==> src/rtl/irq_route_pkg.sv <==
`timescale 1ns/1ps
package irq_route_pkg;

  localparam int NUM_PCI = 4;
  localparam int NUM_DEV = 4;

  localparam logic [7:0] A_IDE      = 8'h4A;
  localparam logic [7:0] A_LPT_FDC  = 8'h51;
  localparam logic [7:0] A_SER2     = 8'h52;
  localparam logic [7:0] A_SER1     = 8'h53;
  localparam logic [7:0] A_PIRQ_A   = 8'h55;
  localparam logic [7:0] A_PIRQ_BC  = 8'h56;
  localparam logic [7:0] A_PIRQ_D   = 8'h57;
  localparam logic [7:0] A_STEER    = 8'h58;
  localparam logic [7:0] A_ONB_LINE = 8'h60;
  localparam logic [7:0] A_ONB_PIN  = 8'h68;

  // Disk controller 2-bit code to legacy line number.
  function automatic logic [3:0] ide_line(input logic [1:0] code);
    case (code)
      2'b00:   return 4'd14;
      2'b01:   return 4'd15;
      2'b10:   return 4'd10;
      default: return 4'd11;
    endcase
  endfunction

  // Hard-wired interrupt pin of onboard function k.
  function automatic logic [7:0] onb_pin(input int k);
    case (k)
      0, 1:    return 8'd4;
      2, 3:    return 8'd3;
      default: return 8'd1;
    endcase
  endfunction

endpackage

==> src/rtl/irq_route_regs.sv <==
`timescale 1ns/1ps
module irq_route_regs
  import irq_route_pkg::*;
#(
  parameter int NUM_ONB = 5
) (
  input  logic                          clk,
  input  logic                          rst_n,
  input  logic                          we,
  input  logic [7:0]                    addr,
  input  logic [7:0]                    wdata,
  output logic [7:0]                    rdata,
  output logic [1:0]                    ide_pri_code,
  output logic [1:0]                    ide_sec_code,
  output logic [NUM_PCI-1:0][3:0]       pirq_route,
  output logic [NUM_DEV-1:0][3:0]       dev_route,
  output logic [NUM_ONB-1:0][3:0]       onb_route,
  output logic [NUM_ONB-1:0]            onb_apic,
  output logic                          pci_apic
);

  logic [3:0]               ide_q, ide_d;
  logic [7:0]               r51_q, r51_d;
  logic [3:0]               r52_q, r52_d;
  logic [3:0]               r53_q, r53_d;
  logic [3:0]               r55_q, r55_d;
  logic [7:0]               r56_q, r56_d;
  logic [3:0]               r57_q, r57_d;
  logic                     pci_apic_q, pci_apic_d;
  logic [NUM_ONB-1:0]       onb_apic_q, onb_apic_d;
  logic [NUM_ONB-1:0][3:0]  onb_q, onb_d;

  // Next-state decode of a write.
  always_comb begin
    ide_d      = ide_q;
    r51_d      = r51_q;
    r52_d      = r52_q;
    r53_d      = r53_q;
    r55_d      = r55_q;
    r56_d      = r56_q;
    r57_d      = r57_q;
    pci_apic_d = pci_apic_q;
    onb_apic_d = onb_apic_q;
    onb_d      = onb_q;
    case (addr)
      A_IDE:     ide_d = wdata[3:0];
      A_LPT_FDC: r51_d = wdata;
      A_SER2:    r52_d = wdata[7:4];
      A_SER1:    r53_d = wdata[3:0];
      A_PIRQ_A:  r55_d = wdata[7:4];
      A_PIRQ_BC: r56_d = wdata;
      A_PIRQ_D:  r57_d = wdata[7:4];
      A_STEER: begin
        pci_apic_d = wdata[7];
        onb_apic_d = wdata[NUM_ONB-1:0];
      end
      default: ;
    endcase
    for (int k = 0; k < NUM_ONB; k++) begin
      if (addr == A_ONB_LINE + 8'(k)) onb_d[k] = wdata[3:0];
    end
  end

  // State, loaded only when the strobe is high.
  always_ff @(posedge clk or negedge rst_n) begin
    if (!rst_n) begin
      ide_q      <= '0;
      r51_q      <= '0;
      r52_q      <= '0;
      r53_q      <= '0;
      r55_q      <= '0;
      r56_q      <= '0;
      r57_q      <= '0;
      pci_apic_q <= 1'b0;
      onb_apic_q <= '0;
      onb_q      <= '0;
    end else if (we) begin
      ide_q      <= ide_d;
      r51_q      <= r51_d;
      r52_q      <= r52_d;
      r53_q      <= r53_d;
      r55_q      <= r55_d;
      r56_q      <= r56_d;
      r57_q      <= r57_d;
      pci_apic_q <= pci_apic_d;
      onb_apic_q <= onb_apic_d;
      onb_q      <= onb_d;
    end
  end

  // Readback, unused bits zero.
  always_comb begin
    rdata = '0;
    case (addr)
      A_IDE:     rdata = {4'b0, ide_q};
      A_LPT_FDC: rdata = r51_q;
      A_SER2:    rdata = {r52_q, 4'b0};
      A_SER1:    rdata = {4'b0, r53_q};
      A_PIRQ_A:  rdata = {r55_q, 4'b0};
      A_PIRQ_BC: rdata = r56_q;
      A_PIRQ_D:  rdata = {r57_q, 4'b0};
      A_STEER: begin
        rdata[7]           = pci_apic_q;
        rdata[NUM_ONB-1:0] = onb_apic_q;
      end
      default: ;
    endcase
    for (int k = 0; k < NUM_ONB; k++) begin
      if (addr == A_ONB_LINE + 8'(k)) rdata = {4'b0, onb_q[k]};
      if (addr == A_ONB_PIN + 8'(k))  rdata = onb_pin(k);
    end
  end

  assign ide_pri_code  = ide_q[1:0];
  assign ide_sec_code  = ide_q[3:2];
  assign pirq_route[0] = r55_q;
  assign pirq_route[1] = r56_q[3:0];
  assign pirq_route[2] = r56_q[7:4];
  assign pirq_route[3] = r57_q;
  assign dev_route[0]  = r51_q[7:4];
  assign dev_route[1]  = r51_q[3:0];
  assign dev_route[2]  = r52_q;
  assign dev_route[3]  = r53_q;
  assign onb_route     = onb_q;
  assign onb_apic      = onb_apic_q;
  assign pci_apic      = pci_apic_q;

  AST_PIRQA_LOAD: assert property (@(posedge clk) disable iff (!rst_n)
    (we && addr == A_PIRQ_A) |=> (pirq_route[0] == $past(wdata[7:4])));

  AST_IDE_LOAD: assert property (@(posedge clk) disable iff (!rst_n)
    (we && addr == A_IDE) |=> ({ide_sec_code, ide_pri_code} == $past(wdata[3:0])));

  AST_QUIET_WRITE: assert property (@(posedge clk) disable iff (!rst_n)
    !we |=> $stable(pirq_route) && $stable(onb_route) && $stable(onb_apic));

endmodule

==> src/rtl/irq_route_lane.sv <==
`timescale 1ns/1ps
module irq_route_lane #(
  parameter int LEG_LINES  = 16,
  parameter int APIC_LINES = 24,
  parameter bit FORBID     = 1'b0,
  localparam int AIW       = $clog2(APIC_LINES)
) (
  input  logic                  clk,
  input  logic                  rst_n,
  input  logic                  src,
  input  logic [3:0]            route,
  input  logic                  to_apic,
  input  logic [AIW-1:0]        apic_idx,
  output logic [LEG_LINES-1:0]  leg_vec,
  output logic [APIC_LINES-1:0] apic_vec
);

  logic illegal;
  logic allowed;

  assign illegal = FORBID && (route == 4'd2 || route == 4'd8 || route == 4'd13);
  assign allowed = (route != 4'd0) && !illegal;

  always_comb begin
    leg_vec  = '0;
    apic_vec = '0;
    if (src && allowed) begin
      if (to_apic) apic_vec[apic_idx] = 1'b1;
      else         leg_vec[route]     = 1'b1;
    end
  end

  AST_ZERO_OFF: assert property (@(posedge clk) disable iff (!rst_n)
    (route == 4'd0) |-> (leg_vec == '0 && apic_vec == '0));

  AST_APIC_EXCL: assert property (@(posedge clk) disable iff (!rst_n)
    to_apic |-> (leg_vec == '0));

  AST_ONE_HOT_OUT: assert property (@(posedge clk) disable iff (!rst_n)
    $onehot0({leg_vec, apic_vec}));

  if (FORBID) begin : g_forbid
    AST_FORBID_QUIET: assert property (@(posedge clk) disable iff (!rst_n)
      (route == 4'd2 || route == 4'd8 || route == 4'd13)
        |-> (leg_vec == '0 && apic_vec == '0));
  end

endmodule

==> src/rtl/irq_route_top.sv <==
`timescale 1ns/1ps
module irq_route_top
  import irq_route_pkg::*;
#(
  parameter int NUM_ONB    = 5,
  parameter int LEG_LINES  = 16,
  parameter int APIC_LINES = 24,
  parameter int APIC_BASE  = 16
) (
  input  logic                  clk,
  input  logic                  rst_n,
  input  logic                  cfg_we,
  input  logic [7:0]            cfg_addr,
  input  logic [7:0]            cfg_wdata,
  output logic [7:0]            cfg_rdata,
  input  logic [NUM_PCI-1:0]    pci_int,
  input  logic                  ide_pri_irq,
  input  logic                  ide_sec_irq,
  input  logic                  par_irq,
  input  logic                  fdc_irq,
  input  logic                  ser1_irq,
  input  logic                  ser2_irq,
  input  logic [NUM_ONB-1:0]    onb_irq,
  output logic [LEG_LINES-1:0]  leg_irq,
  output logic [APIC_LINES-1:0] apic_irq
);

  localparam int AIW      = $clog2(APIC_LINES);
  localparam int IDE_BASE = NUM_PCI;
  localparam int DEV_BASE = IDE_BASE + 2;
  localparam int ONB_BASE = DEV_BASE + NUM_DEV;
  localparam int NUM_SRC  = ONB_BASE + NUM_ONB;

  // Reset: asserted at once, released on the clock.
  logic rst_meta_q, rst_sync_n;
  always_ff @(posedge clk or negedge rst_n) begin
    if (!rst_n) begin
      rst_meta_q <= 1'b0;
      rst_sync_n <= 1'b0;
    end else begin
      rst_meta_q <= 1'b1;
      rst_sync_n <= rst_meta_q;
    end
  end

  logic [1:0]               ide_pri_code, ide_sec_code;
  logic [NUM_PCI-1:0][3:0]  pirq_route;
  logic [NUM_DEV-1:0][3:0]  dev_route;
  logic [NUM_ONB-1:0][3:0]  onb_route;
  logic [NUM_ONB-1:0]       onb_apic;
  logic                     pci_apic;

  irq_route_regs #(.NUM_ONB(NUM_ONB)) u_regs (
    .clk(clk), .rst_n(rst_sync_n),
    .we(cfg_we), .addr(cfg_addr), .wdata(cfg_wdata), .rdata(cfg_rdata),
    .ide_pri_code(ide_pri_code), .ide_sec_code(ide_sec_code),
    .pirq_route(pirq_route), .dev_route(dev_route),
    .onb_route(onb_route), .onb_apic(onb_apic), .pci_apic(pci_apic)
  );

  // Per-source lane inputs.
  logic [NUM_SRC-1:0]           src;
  logic [NUM_SRC-1:0][3:0]      route;
  logic [NUM_SRC-1:0]           to_apic;
  logic [NUM_SRC-1:0][AIW-1:0]  apic_idx;

  always_comb begin
    src      = '0;
    route    = '0;
    to_apic  = '0;
    apic_idx = '0;
    for (int i = 0; i < NUM_PCI; i++) begin
      src[i]      = pci_int[i];
      route[i]    = pirq_route[i];
      to_apic[i]  = pci_apic;
      apic_idx[i] = AIW'(APIC_BASE + i);
    end
    src[IDE_BASE]       = ide_pri_irq;
    route[IDE_BASE]     = ide_line(ide_pri_code);
    src[IDE_BASE+1]     = ide_sec_irq;
    route[IDE_BASE+1]   = ide_line(ide_sec_code);
    src[DEV_BASE+0]     = par_irq;
    src[DEV_BASE+1]     = fdc_irq;
    src[DEV_BASE+2]     = ser2_irq;
    src[DEV_BASE+3]     = ser1_irq;
    for (int i = 0; i < NUM_DEV; i++) route[DEV_BASE+i] = dev_route[i];
    for (int k = 0; k < NUM_ONB; k++) begin
      src[ONB_BASE+k]      = onb_irq[k];
      route[ONB_BASE+k]    = onb_route[k];
      to_apic[ONB_BASE+k]  = onb_apic[k];
      apic_idx[ONB_BASE+k] = AIW'(APIC_BASE) + AIW'(onb_route[k][2:0]);
    end
  end

  logic [NUM_SRC-1:0][LEG_LINES-1:0]  leg_vec;
  logic [NUM_SRC-1:0][APIC_LINES-1:0] apic_vec;

  for (genvar g = 0; g < NUM_SRC; g++) begin : g_lane
    irq_route_lane #(
      .LEG_LINES(LEG_LINES), .APIC_LINES(APIC_LINES), .FORBID(g < NUM_PCI)
    ) u_lane (
      .clk(clk), .rst_n(rst_sync_n),
      .src(src[g]), .route(route[g]), .to_apic(to_apic[g]),
      .apic_idx(apic_idx[g]),
      .leg_vec(leg_vec[g]), .apic_vec(apic_vec[g])
    );
  end

  // Shared lines: OR of every lane.
  always_comb begin
    leg_irq  = '0;
    apic_irq = '0;
    for (int i = 0; i < NUM_SRC; i++) begin
      leg_irq  = leg_irq  | leg_vec[i];
      apic_irq = apic_irq | apic_vec[i];
    end
  end

  AST_APIC_LOW_IDLE: assert property (@(posedge clk) disable iff (!rst_sync_n)
    apic_irq[APIC_BASE-1:0] == '0);

  AST_LEG_ZERO_IDLE: assert property (@(posedge clk) disable iff (!rst_sync_n)
    !leg_irq[0]);

endmodule

==> config.mk <==
export PLATFORM = sky130hd
export DESIGN_NAME = irq_route_top
export DESIGN_NICKNAME = d
export VERILOG_FILES = /design/src/rtl/irq_route_pkg.sv /design/src/rtl/irq_route_regs.sv /design/src/rtl/irq_route_lane.sv /design/src/rtl/irq_route_top.sv
export SDC_FILE = /design/constraint.sdc
export NUM_CORES = 1
export LEC_CHECK = 0
export ABC_AREA = 1
export BUFFER_PORTS_ARGS = -buffer_cell sky130_fd_sc_hd__buf_2
export CORE_ASPECT_RATIO = 1.75
export CORE_MARGIN = 4
export CORE_UTILIZATION = 25
export CTS_BUF_LIST = sky130_fd_sc_hd__clkbuf_2 sky130_fd_sc_hd__clkbuf_4 sky130_fd_sc_hd__clkbuf_8
export DETAILED_ROUTE_END_ITERATION = 8
export SETUP_SLACK_MARGIN = 0.02
export SLEW_MARGIN = 20
export SYNTH_ARGS = -nofsm -noshare
export SYNTH_HDL_FRONTEND = slang
export SYNTH_SLANG_ARGS = --single-unit
==> constraint.sdc <==
create_clock -name clk -period 2.8 [get_ports clk]
set_input_delay 0.28 -clock clk [delete_from_list [all_inputs] [get_ports clk]]
set_output_delay 0.28 -clock clk [all_outputs]
set_load 0.05 [all_outputs]
==> results.json <==
{
  "yosys.area.top_type": "dfrtp_1",
  "drv_cap": 0,
  "place_ws_ns": 0.390,
  "switching_share_pct": 45.4,
  "drv_slew": 0,
  "setup_tns_ns": 0,
  "critical_path_arrival_ns": 2.40,
  "worst-path-max-fanout": 8,
  "syn_area_um2": 6080,
  "rsz0062_at_grt": "yes",
  "rr_worst_depth": 2,
  "finalNetCount": 1135,
  "ys_seq_area_share_pct": 26.3,
  "routabilityCongestion": 1.12,
  "avgRoutedWirePerCell_um": 21.2,
  "power.internal_mw": 1.55,
  "avgSynthCellArea_um2": 5.89,
  "timing.rr.start": "u_regs.onb_apic[0]$_DFFE_PN0P_",
  "cts_made_buffers": 9,
  "coreArea_um2": 23900,
  "layout-drive-gt1-share_pct": 12.9,
  "max_freq_mhz": 372,
  "maxSlewHeadroom_pct": 47.8,
  "via_count": 7435,
  "grt_pass1_vias": 7638,
  "cp-end-kind": "primary output",
  "worstSkewPairLatency_ns": 0.40,
  "drt_pass1_iterations": 5,
  "grt_max_degree": 34,
  "yosysWarnings": 0,
  "diodes": 0,
  "cts_sinks": 64,
  "hpwl_um": 24900,
  "status": "completed",
  "io_pins": 82,
  "tightest_slew_ns": 0.782,
  "root_buffer": "clkbuf_8",
  "startpoint": "u_regs.r53_q[2]$_DFFE_PN0P_",
  "io_buffers": 64,
  "die_x_um": 126,
  "antenna_found_initial": 0,
  "cts-htree-levels": 3,
  "pwr-share-comb_pct": 33.4,
  "required_ns": 2.52,
  "drt_iter0_drc": 598,
  "ir_drop_uv": 194,
  "path_class": "reg -> out",
  "yosys-top-cells-area": "dfrtp_1 (26%), nand2_1 (17%), inv_1 (9.0%)",
  "sequentialPowerShare_pct": 39.0,
  "drcViolationCount": 0,
  "r2r_slack_ns": 1.73,
  "std_cell_rows": 75,
  "grt_usage_pct": 21.9,
  "min_period_over_period_pct": 95.9,
  "clock-skew-final_ns": 0.00907,
  "synth_cell_types": 37,
  "initial_core_util_pct": 25.4,
  "hold_viol": 0,
  "netlist.area_leader.share_pct": 26.3,
  "area_delta_synth_final_pct": 14.6,
  "finalWorstSetupSlack_ns": 0.115,
  "power_switching_mw": 1.29,
  "period_minus_slack_ns": 2.68,
  "grt_pass1_wl_um": 44700,
  "ctsLongestPathBuffers": 2,
  "whs_ns": 0.180,
  "cts_tree": "done",
  "p_clk_share_pct": 27.6,
  "grt_overflow": 0,
  "vias_per_cell": 5.26,
  "setup_viol": 0,
  "power.leakage_nw": 3.40,
  "fill_cells": 2735,
  "die-area_um2": 27000,
  "ys_ff_latch": 64,
  "postRouteWirelength_um": 29900,
  "final_antenna_net_count": 0,
  "powerDensity_nw_per_um2": 408,
  "die_h_um": 214,
  "hold_path.class": "in -> async",
  "clk_pin_slew_ns": 0.07,
  "synthCells": 1032,
  "setup.worst_path.start_class": "register"
}
[power by group through the flow]
stage	clock network, mW	registers [mW]	logic (mW)
final	0.784	1.11	0.950
after CTS	0.805	1.10	0.936
after floorplan	0	1.08	0.639
after global routing	0.822	1.12	1.01
after detailed placement	0	1.12	0.931
after global placement	0	1.12	0.936
[Yosys cell counts]
master     instances
a211oi_1           2
a21boi_0           2
a21oi_1           14
a22oi_1            3
a2bb2oi_1          1
a31oi_1            5
and2_1             1
buf_2             12
buf_4             22
clkbuf_1           8
conb_1             2
dfrtp_1           64
inv_1            146
inv_2              6
nand2_1          272
nand2_2            4
nand3_1          109
nand3b_1           1
nand4_1           38
nand4_2            1
nor2_1           118
nor2_2            17
nor2_4             6
nor3_1            51
nor4_1             8
o2111ai_1          5
o211ai_1           7
o21a_1             5
o21ai_0           69
o21ai_1            5
o21ai_4            1
o21bai_1           1
o221ai_1           3
o22a_1             1
o22ai_1           20
o32a_1             1
or2_2              1
[flip-flops by register name, summed over array words and instances, names as in the netlist]
name / flops
u_regs.onb_route: 20
u_regs.r51_q: 8
u_regs.r56_q: 8
u_regs.onb_apic: 5
u_regs.ide_q: 4
u_regs.r52_q: 4
u_regs.r53_q: 4
u_regs.r55_q: 4
u_regs.r57_q: 4
rst_meta_q: 1
rst_sync_n: 1
u_regs.pci_apic: 1
[cell usage in the layout (no fill, tap or decap), types with 6 or more instances in the layout]
master,netlist,final
a21oi_1,14,14
buf_2,12,64
buf_4,22,18
clkbuf_8,0,10
conb_1,2,18
dfrtp_1,64,60
inv_1,146,146
inv_2,6,6
nand2_1,272,272
nand3_1,109,109
nand4_1,38,38
nor2_1,118,116
nor2_2,17,17
nor2_4,6,8
nor3_1,51,50
nor4_1,8,7
o211ai_1,7,7
o21ai_0,69,69
o22ai_1,20,20
[metal layers]
layer | up-vias | part of all wire (%) | global-route usage [%]
li1 | 3508 | - | -
met1 | 3435 | 33 | 20.4
met2 | 345 | 52 | 39.8
met3 | 147 | 4.7 | 3.51
met4 | 0 | 10 | 20.3
met5 | - | 0 | 0
[metrics by stage]
stage / power [mW] / util (%) / std cells / area [um2]
finish: 2.84 / 29.1 / 1414 / 6960
global route: 2.95 / 29.1 / 1414 / 6960
CTS: 2.84 / 29.0 / 1414 / 6940
detailed placement: 2.05 / 28.2 / 1397 / 6750
global placement: 2.06 / 28.2 / 1397 / 6750
floorplan: 1.72 / - / 1048 / 6140
[timing repair]
item                       in CTS  in global routing
setup endpoints to repair       1                  3
buffers inserted                0                  0
gates resized for setup         3                  6
hold buffers                    1                  0
hold endpoints to repair        2                  0
[cells by family after synthesis]
group / Yosys count / share of synthesized area (%)
AOI/OAI and AO/OA: 145 / 14.2
buffers and inverters: 194 / 13.6
DFF: 64 / 26.3
other: 2 / 0.124
and+or+nand+nor: 627 / 45.8
[critical path, stage by stage, from the launching register on]
cell and delay [ns]:
dfrtp_1 0.50, nor2_1 0.15, inv_1 0.09, nor3_1 0.06, nor3_1 0.49, nand3_1 0.22, nor2_1 0.20, nand2_1 0.08
buf_2 0.21
[cell type report]
class | count | area [um2] | share of cell area (%)
clock buffer | 11 | 145 | 2.08
clock inverter | 5 | 32.5 | 0.467
inverter | 152 | 571 | 8.19
multi-input combinational | 790 | 3740 | 53.7
sequential | 64 | 1610 | 23.1
tap | 308 | 385 | 5.53
timing repair buffer | 84 | 485 | 6.97
[path summary, 6_finish.rpt]
kind                                                   end
setup / recovery                                leg_irq[9]
setup reg to reg            u_regs.onb_apic[0]$_DFFE_PN0P_
hold reg to reg                u_regs.ide_q[2]$_DFFE_PN0P_
hold / removal                        rst_sync_n$_DFF_PN0_
max in group asynchronous  u_regs.onb_route[6]$_DFFE_PN0P_
min in group clk               u_regs.r57_q[2]$_DFFE_PN0P_
(Power assumes the default switching activity.)
